--- config.mk ---
export PLATFORM = sky130hd
export DESIGN_NAME = altrun_decoder
export DESIGN_NICKNAME = d
export VERILOG_FILES = /design/src/rtl/altrun_pkg.sv /design/src/rtl/altrun_prefix_cnt.sv /design/src/rtl/altrun_tail_reg.sv /design/src/rtl/altrun_run_ctr.sv /design/src/rtl/altrun_decoder.sv
export SDC_FILE = /design/constraint.sdc
export NUM_CORES = 1
export LEC_CHECK = 0
export CAP_MARGIN = 10
export CORE_MARGIN = 2
export CORE_UTILIZATION = 61
export DETAILED_ROUTE_END_ITERATION = 8
export PLACE_DENSITY = 0.8
export SLEW_MARGIN = 20
export SYNTH_ARGS = -nofsm -noshare
export SYNTH_HDL_FRONTEND = slang
export SYNTH_SLANG_ARGS = --single-unit
--- constraint.sdc ---
create_clock -name clk -period 3.7 [get_ports clk]
set_input_delay 0.37 -clock clk [delete_from_list [all_inputs] [get_ports clk]]
set_output_delay 0.37 -clock clk [all_outputs]
set_load 0.02 [all_outputs]
--- src/rtl/altrun_pkg.sv ---
package altrun_pkg;

   typedef enum logic [2:0] {
      ST_IDLE   = 3'd0,
      ST_PREFIX = 3'd1,
      ST_TAIL   = 3'd2,
      ST_EMIT   = 3'd3,
      ST_TERM   = 3'd4
   } dec_state_e;

   function automatic int unsigned grp_cnt_width(input int unsigned max_grp);
      return $clog2(max_grp + 1);
   endfunction

endpackage

--- src/rtl/altrun_prefix_cnt.sv ---
module altrun_prefix_cnt #(
   parameter int unsigned MAX_GRP = 8,
   parameter int unsigned KW      = 4
) (
   input  logic          clk,
   input  logic          rst_n,
   input  logic          start,
   input  logic          bump,
   output logic [KW-1:0] reps,
   output logic          at_limit
);
   logic [KW-1:0] reps_q;

   always_ff @(posedge clk) begin
      if (!rst_n)      reps_q <= '0;
      else if (start)  reps_q <= KW'(1);
      else if (bump)   reps_q <= reps_q + KW'(1);
   end

   assign reps     = reps_q;
   assign at_limit = (reps_q == KW'(MAX_GRP - 1));
endmodule

--- src/rtl/altrun_tail_reg.sv ---
module altrun_tail_reg #(
   parameter int unsigned MAX_GRP   = 8,
   parameter int unsigned KW        = 4,
   parameter bit          MSB_FIRST = 1'b1
) (
   input  logic               clk,
   input  logic               rst_n,
   input  logic               load,
   input  logic [KW-1:0]      len_in,
   input  logic               shift,
   input  logic               bit_in,
   output logic [MAX_GRP-1:0] value_nxt,
   output logic               last
);
   logic [MAX_GRP-1:0] val_q;
   logic [KW-1:0]      rem_q;

   always_ff @(posedge clk) begin
      if (!rst_n) begin
         val_q <= '0;
         rem_q <= '0;
      end else if (load) begin
         val_q <= '0;
         rem_q <= len_in;
      end else if (shift) begin
         val_q <= value_nxt;
         rem_q <= rem_q - KW'(1);
      end
   end

   assign last = (rem_q == KW'(1));

   generate
      if (MSB_FIRST) begin : g_msb
         assign value_nxt = {val_q[MAX_GRP-2:0], bit_in};
      end else begin : g_lsb
         logic [KW-1:0] pos_q;
         always_ff @(posedge clk) begin
            if (!rst_n)      pos_q <= '0;
            else if (load)   pos_q <= '0;
            else if (shift)  pos_q <= pos_q + KW'(1);
         end
         assign value_nxt = val_q | ({{(MAX_GRP-1){1'b0}}, bit_in} << pos_q);
      end
   endgenerate
endmodule

--- src/rtl/altrun_run_ctr.sv ---
module altrun_run_ctr #(
   parameter int unsigned LW = 9
) (
   input  logic          clk,
   input  logic          rst_n,
   input  logic          load,
   input  logic [LW-1:0] len_in,
   input  logic          step,
   output logic          last
);
   logic [LW-1:0] rem_q;

   always_ff @(posedge clk) begin
      if (!rst_n)     rem_q <= '0;
      else if (load)  rem_q <= len_in;
      else if (step)  rem_q <= rem_q - LW'(1);
   end

   assign last = (rem_q == LW'(1));
endmodule

--- src/rtl/altrun_decoder.sv ---
module altrun_decoder
   import altrun_pkg::*;
#(
   parameter int unsigned MAX_GRP        = 8,
   parameter bit          TAIL_MSB_FIRST = 1'b1
) (
   input  logic clk,
   input  logic rst_n,
   input  logic in_valid,
   input  logic in_bit,
   output logic in_ready,
   output logic out_valid,
   output logic out_bit,
   output logic err
);
   localparam int unsigned KW = grp_cnt_width(MAX_GRP);
   localparam int unsigned LW = MAX_GRP + 1;

   generate
      if (MAX_GRP < 2) begin : g_chk_min
         $error("altrun_decoder: MAX_GRP must be at least 2");
      end
      if (MAX_GRP > 30) begin : g_chk_max
         $error("altrun_decoder: MAX_GRP must not exceed 30");
      end
   endgenerate

   dec_state_e         state_q, state_d;
   logic               pol_q, err_q;
   logic               acc;
   logic               same_bit;
   logic [KW-1:0]      reps;
   logic               at_limit;
   logic [KW-1:0]      grp;
   logic [MAX_GRP-1:0] tail_nxt;
   logic               tail_last;
   logic               run_last;
   logic [LW-1:0]      run_len;

   logic pfx_start, pfx_bump, tail_load, tail_shift, run_load, run_step, set_err;

   assign in_ready  = (state_q == ST_IDLE) || (state_q == ST_PREFIX) || (state_q == ST_TAIL);
   assign acc       = in_valid && in_ready;
   assign same_bit  = (in_bit == pol_q);
   assign grp       = reps + KW'(1);
   assign run_len   = (LW'(1) << grp) - LW'(3) + {1'b0, tail_nxt};

   always_comb begin
      state_d    = state_q;
      pfx_start  = 1'b0;
      pfx_bump   = 1'b0;
      tail_load  = 1'b0;
      tail_shift = 1'b0;
      run_load   = 1'b0;
      run_step   = 1'b0;
      set_err    = 1'b0;
      unique case (state_q)
         ST_IDLE: begin
            if (acc) begin
               pfx_start = 1'b1;
               state_d   = ST_PREFIX;
            end
         end
         ST_PREFIX: begin
            if (acc) begin
               if (same_bit) begin
                  if (at_limit) begin
                     set_err = 1'b1;
                     state_d = ST_IDLE;
                  end else begin
                     pfx_bump = 1'b1;
                  end
               end else begin
                  tail_load = 1'b1;
                  state_d   = ST_TAIL;
               end
            end
         end
         ST_TAIL: begin
            if (acc) begin
               tail_shift = 1'b1;
               if (tail_last) begin
                  run_load = 1'b1;
                  state_d  = ST_EMIT;
               end
            end
         end
         ST_EMIT: begin
            run_step = 1'b1;
            if (run_last) state_d = ST_TERM;
         end
         ST_TERM: state_d = ST_IDLE;
         default: state_d = ST_IDLE;
      endcase
   end

   always_ff @(posedge clk) begin
      if (!rst_n) begin
         state_q <= ST_IDLE;
         pol_q   <= 1'b0;
         err_q   <= 1'b0;
      end else begin
         state_q <= state_d;
         if (pfx_start) pol_q <= in_bit;
         if (set_err)   err_q <= 1'b1;
      end
   end

   altrun_prefix_cnt #(.MAX_GRP(MAX_GRP), .KW(KW)) i_pfx (
      .clk(clk), .rst_n(rst_n), .start(pfx_start), .bump(pfx_bump),
      .reps(reps), .at_limit(at_limit)
   );

   altrun_tail_reg #(.MAX_GRP(MAX_GRP), .KW(KW), .MSB_FIRST(TAIL_MSB_FIRST)) i_tail (
      .clk(clk), .rst_n(rst_n), .load(tail_load), .len_in(grp),
      .shift(tail_shift), .bit_in(in_bit), .value_nxt(tail_nxt), .last(tail_last)
   );

   altrun_run_ctr #(.LW(LW)) i_run (
      .clk(clk), .rst_n(rst_n), .load(run_load), .len_in(run_len),
      .step(run_step), .last(run_last)
   );

   assign out_valid = (state_q == ST_EMIT) || (state_q == ST_TERM);
   assign out_bit   = (state_q == ST_EMIT) ? pol_q : ~pol_q;
   assign err       = err_q;
endmodule

**After elaboration in Yosys (flattened, before gate mapping)**

Cells that the tools add are included.
Widths: inputs -> output; s select.

- Flip-flop bits (word level): 29
- Output and inout port bits: 4
- Logic and storage cells: 74

- $add $sub $neg: 5
- Equality and inequality tests: 14
- Shift-type cells: 1
- Multiplexer cells: 33
- Bitwise logic cells: 2
- Reduce and logical (&&, ||, !) cells: 11

Operators by type and width:

| kind | count |
|---|---|
| $mux 1 | 21 |
| $mux 3 | 7 |
| $mux 9 | 2 |
| $pmux 3 s4 | 1 |
| $add 9x8->9 | 1 |
| $eq 9x1->1 const B | 1 |
| $shl 1x4->9 const A | 1 |
| $sub 9x1->9 const B | 1 |
| $sub 9x2->9 const B | 1 |
| $mux 4 | 2 |
| $eq 3x2->1 const B | 2 |
| $ne 2x2->1 const B | 3 |
| $reduce_and 6->1 | 1 |
| $reduce_bool 2->1 | 3 |
| $add 4x1->4 const B | 1 |
| $eq 4x1->1 const B | 1 |
| $eq 4x3->1 const B | 1 |
| $ne 2x1->1 const B | 2 |
| $reduce_or 2->1 | 2 |
| $sub 4x1->4 const B | 1 |
| $eq 3x1->1 const B | 1 |
| $eq 3x3->1 const B | 1 |
| $logic_not 3->1 | 1 |
| $logic_or 1x1->1 | 3 |
| other kinds (4) | 5 |

**Logic depth before layout (Yosys ltp)**

- Depth in word-level cells: 8
- Depth in mapped cells: 15

**Hierarchy**

Synthesis repeated with hierarchy kept, for this count alone.

- Cells, all modules: 261
- Area, all modules: 2162.1 um^2

By module, submodules not included:

| module | times used | cells an instance | area each (um^2) | seq. area each (um^2) |
|---|---|---|---|---|
| altrun_decoder | 1 | 134 | 982.2 | 100.1 |
| altrun_run_ctr | 1 | 59 | 501.7 | 180.2 |
| altrun_tail_reg | 1 | 49 | 485.5 | 220.2 |
| altrun_prefix_cnt | 1 | 19 | 192.7 | 80.1 |

**Worst setup path after synthesis**

No wires, ideal clock.

- Path kind: register to register
- Start: register i_pfx.reps_q[0] (netlist: i_pfx.reps[0])
- End: register i_run.rem_q[7]
- Arrival time: 2.794 ns
- Required time: 3.609 ns
- Slack: 0.816 ns
- Cell stages (with the launch flop): 15
- Cell sequence: dfxtp_1 and2_1 nand2_1 xnor2_1 nor2_1 and2_1 ha_1 ha_1 inv_1 fa_1 nor2b_1 o31a_1 o21ai_0 a41o_1 a311oi_1

- Longest elaborated chain between the ends: 5

Ends and longest elaborated chain:

| element | line | text |
|---|---|---|
| start: declaration | altrun_prefix_cnt.sv:12 | `logic [KW-1:0] reps_q;` |
| start signal: assignment | altrun_prefix_cnt.sv:17 | `else if (bump) reps_q <= reps_q + KW'(1);` |
| $add 4x1->4 | altrun_decoder.sv:45 | `assign grp = reps + KW'(1);` |
| $shl 1x4->9 | altrun_decoder.sv:46 | `assign run_len = (LW'(1) << grp) - LW'(3) + {1'b0, tail_nxt};` |
| $sub 9x2->9 | altrun_decoder.sv:46 |  |
| $add 9x8->9 | altrun_decoder.sv:46 |  |
| $mux 9 | altrun_run_ctr.sv:15 | `else if (load) rem_q <= len_in;` |
| end signal: assignment | altrun_run_ctr.sv:15 |  |
| end signal: assignment | altrun_run_ctr.sv:16 | `else if (step) rem_q <= rem_q - LW'(1);` |
| end: declaration | altrun_run_ctr.sv:11 | `logic [LW-1:0] rem_q;` |

Every way passes these cells.
A chain may end at the register's enable or synchronous reset.

**Final worst setup path**

Same ends and word-level chain as after synthesis.

==> out/metrics.yaml <==
max_stage_delay_ns: 0.46
dieArea_mm2: 0.003989
synth-async-reset-ratio: 0
r2r_end: "i_run.rem_q[7]$_SDFFE_PN0P_"
final_cell_mix: "35 x inv_1, 30 x nand2_1, 29 x dfxtp_1, 27 x nor2_1, 24 x ha_1"
core_area_mm2: 0.003337
slew_headroom: 0.6099
cts_hold_buffers: 0
die_x_um: 63.16
io-pin-count: 8
status: "complete, no violations"
path_class: "reg -> reg"
row_count: 21
cts_buffer_depth: 2
yosysWarningCount: 0
vias: 1839
worst_setup_path_end_kind: "flip-flop"
cp_data_arrival_time_ns: 3.47
final_common_cell: "inv_1"
start_kind: "flip-flop"
min-delay-path-class: "reg -> reg"
cts.clk_slew.worst_paths_ns: 0.10
whs_endpoint: "i_tail.val_q[6]$_SDFFE_PP0P_"
final_util: 0.6948
synth_seq_cells: 29
drtIter0Drc: 94
hpwl_um: 3496
cts_root_buf: "clkbuf_4"
slowest_stage: "dfxtp_1"
setup_viol: 0
timing.fmax_ghz: 0.3105
antenna_cells: 0
syn_to_final_growth_pct: 8.616
power_mw: 0.7522
post-cts-setup-buffer-count: 0
drive_gt1_frac: 0.06028
clock_latency_ns: 0.33
routed_via_density: 5.607
cp.required_ns: 3.95
peakVddDrop_mv: 0.1951
timing.final.crit_share: 0.8704
synth_top_cell_area_share: 0.2720
fin_setup_tns_ns: 0
cts_resized: 0
cts_sinks: 29
netlist_area_mm2: 0.002135
cts_buffers: 5
reg2reg_from: "i_pfx.reps[0]$_SDFFE_PN0P_"
finalCriticalPeriod_ns: 3.221
gp_congestion: 0.9206
drcViolationCount: 0
worstMarginPinSlew_ns: 0.5812
crit_path_cell_trace: "and2_1 -> nand2_1 -> xnor2_1 -> nor2_1 -> and2_1 -> ha_1 -> ha_1 -> inv_1 -> fa_1 -> nor2b_1 -> o31a_1 -> o21ai_0 -> a41o_1 -> a311oi_1"
synth_fp_nets: 304
ys_seq_area_frac: 0.2720
hold_violations: 0
grt_use_total: 0.2389
initial_utilization: 0.6397
worstPathMaxFanout: 7
dr.pass1.iters: 4
ant_nets: 0
finClkSkew_ns: 0.005148
cts_max_level: 2
drt-total-wl_um: 4473
slew_viol_final: 0
synth_area_per_cell_um2: 7.762
grt_antenna_before_repair: 0
wl_per_cell_um: 13.64
yosysUniqueCellTypes: 51
rsz0062_at_grt: "no"
worstHoldStart: "i_tail.val_q[6]$_SDFFE_PP0P_"
synth_edf_count: 0
syn_inst: 275
power.density_mw_per_mm2: 324.4
whs_path_depth: 2
die_h_um: 63.16
gr-total-overflow: 0
cts_tree: "built"
numPortBuffers: 7
synthTopCellsByArea: "dfxtp_1 27%, ha_1 14%, inv_1 6.2%"
maxCapViolCount: 0
grt_max_degree: 17
nNetsFinal: 310
cellLeakagePower_nw: 0.9065
grt_pass1_vias: 1724
reg2reg_depth: 14
yosysTopAreaCell: "dfxtp_1"
grt_pass1_wl_um: 7583
synth_flop_cell: "dfxtp_1"
hold_slack_ns: 0.4606
r2r_slack_ns: 0.48
-- logic make-up (layout without fill, tap and decap cells) --
kind of cell             after synthesis  after routing  synth area share
AO/OA/AOI/OAI                         63             63            0.1987
XOR/XNOR                              12             12           0.04924
adder cells (fa/ha/maj)               25             25            0.1501
buffers and inverters                 44             51           0.07855
flip-flops                            29             29            0.2720
multiplexers                           1              1          0.004690
AND/OR/NAND/NOR                      101            101            0.2468
-- power by group --
group	internal (mW)	leakage, nW	switching [mW]
sequential	0.322	0.235	0.0158
combinational	0.0612	0.626	0.0758
clock	0.161	0.0455	0.116
-- flip-flops by register name (all words and copies together) (netlist names) --
signal and count:
i_tail.val_q 7, pol_q 1, err 1, i_pfx.reps 4, i_tail.rem_q 4, i_run.rem_q 9, state_q 3
-- layout make-up --
type,instances,area [µm²]
Multi-Input combinational cell,202,1386
Sequential cell,29,580.6
Clock buffer,7,55.05
Inverter,35,131.4
Timing Repair Buffer,8,77.57
Fill cell,297,1018
Clock inverter,1,30.03
Tap cell,46,57.56
-- per-layer routing --
metal	track usage	vias to the layer above	share of wire
met5	0	-	0
met3	0.05357	7	0.032
met2	0.4056	31	0.47
met4	0.06667	0	0.013
met1	0.3032	841	0.48
li1	-	960	-
-- Yosys cell counts, types with 2 or more instances --
library cell	instances
a211oi_1	2
a21oi_1	23
a221oi_1	7
a311oi_1	2
and2_1	3
buf_2	2
clkbuf_1	6
dfxtp_1	29
ha_1	24
inv_1	35
nand2_1	30
nand2b_1	6
nand3_1	5
nand3b_1	5
nand4bb_1	2
nor2_1	27
nor2b_1	5
nor3_1	6
nor4bb_1	2
o211ai_1	2
o21a_1	2
o21ai_0	9
o31a_1	2
or4_4	2
xnor2_1	8
xor2_1	4
-- worst max path at each step --
| stage | slack (ns) | startpoint | end |
|---|---|---|---|
| final | 0.48 | i_pfx.reps[0]$_SDFFE_PN0P_ | i_run.rem_q[7]$_SDFFE_PN0P_ |
| after CTS | 0.48 | i_pfx.reps[0]$_SDFFE_PN0P_ | i_run.rem_q[7]$_SDFFE_PN0P_ |
| after floorplan | 0.82 | i_pfx.reps[0]$_SDFFE_PN0P_ | i_run.rem_q[7]$_SDFFE_PN0P_ |
| after global placement | 0.68 | i_pfx.reps[0]$_SDFFE_PN0P_ | i_run.rem_q[7]$_SDFFE_PN0P_ |
| after detailed placement | 0.52 | i_pfx.reps[0]$_SDFFE_PN0P_ | i_run.rem_q[7]$_SDFFE_PN0P_ |
| after global routing | 0.23 | i_pfx.reps[0]$_SDFFE_PN0P_ | i_run.rem_q[7]$_SDFFE_PN0P_ |
-- stage by stage --
stage	setup WS [ns]	cells	instance area, µm²
detailed placement	0.5165	320	2233
CTS	0.4799	328	2318
global placement	0.6763	320	2233
finish	0.4794	328	2318
floorplan	0.8156	275	2135
global route	0.2315	328	2318
-- critical path: cells and delay by family (launching register included) --
family,cells,cell delay (ns)
adders and majority gates,3,0.87
and+or+nand+nor,5,0.78
AOI/OAI and AO/OA,4,0.70
DFF,1,0.46
xor gates and xnor gates,1,0.28
buffers and inverters,1,0.06
Power figures use the tool's default switching activity.
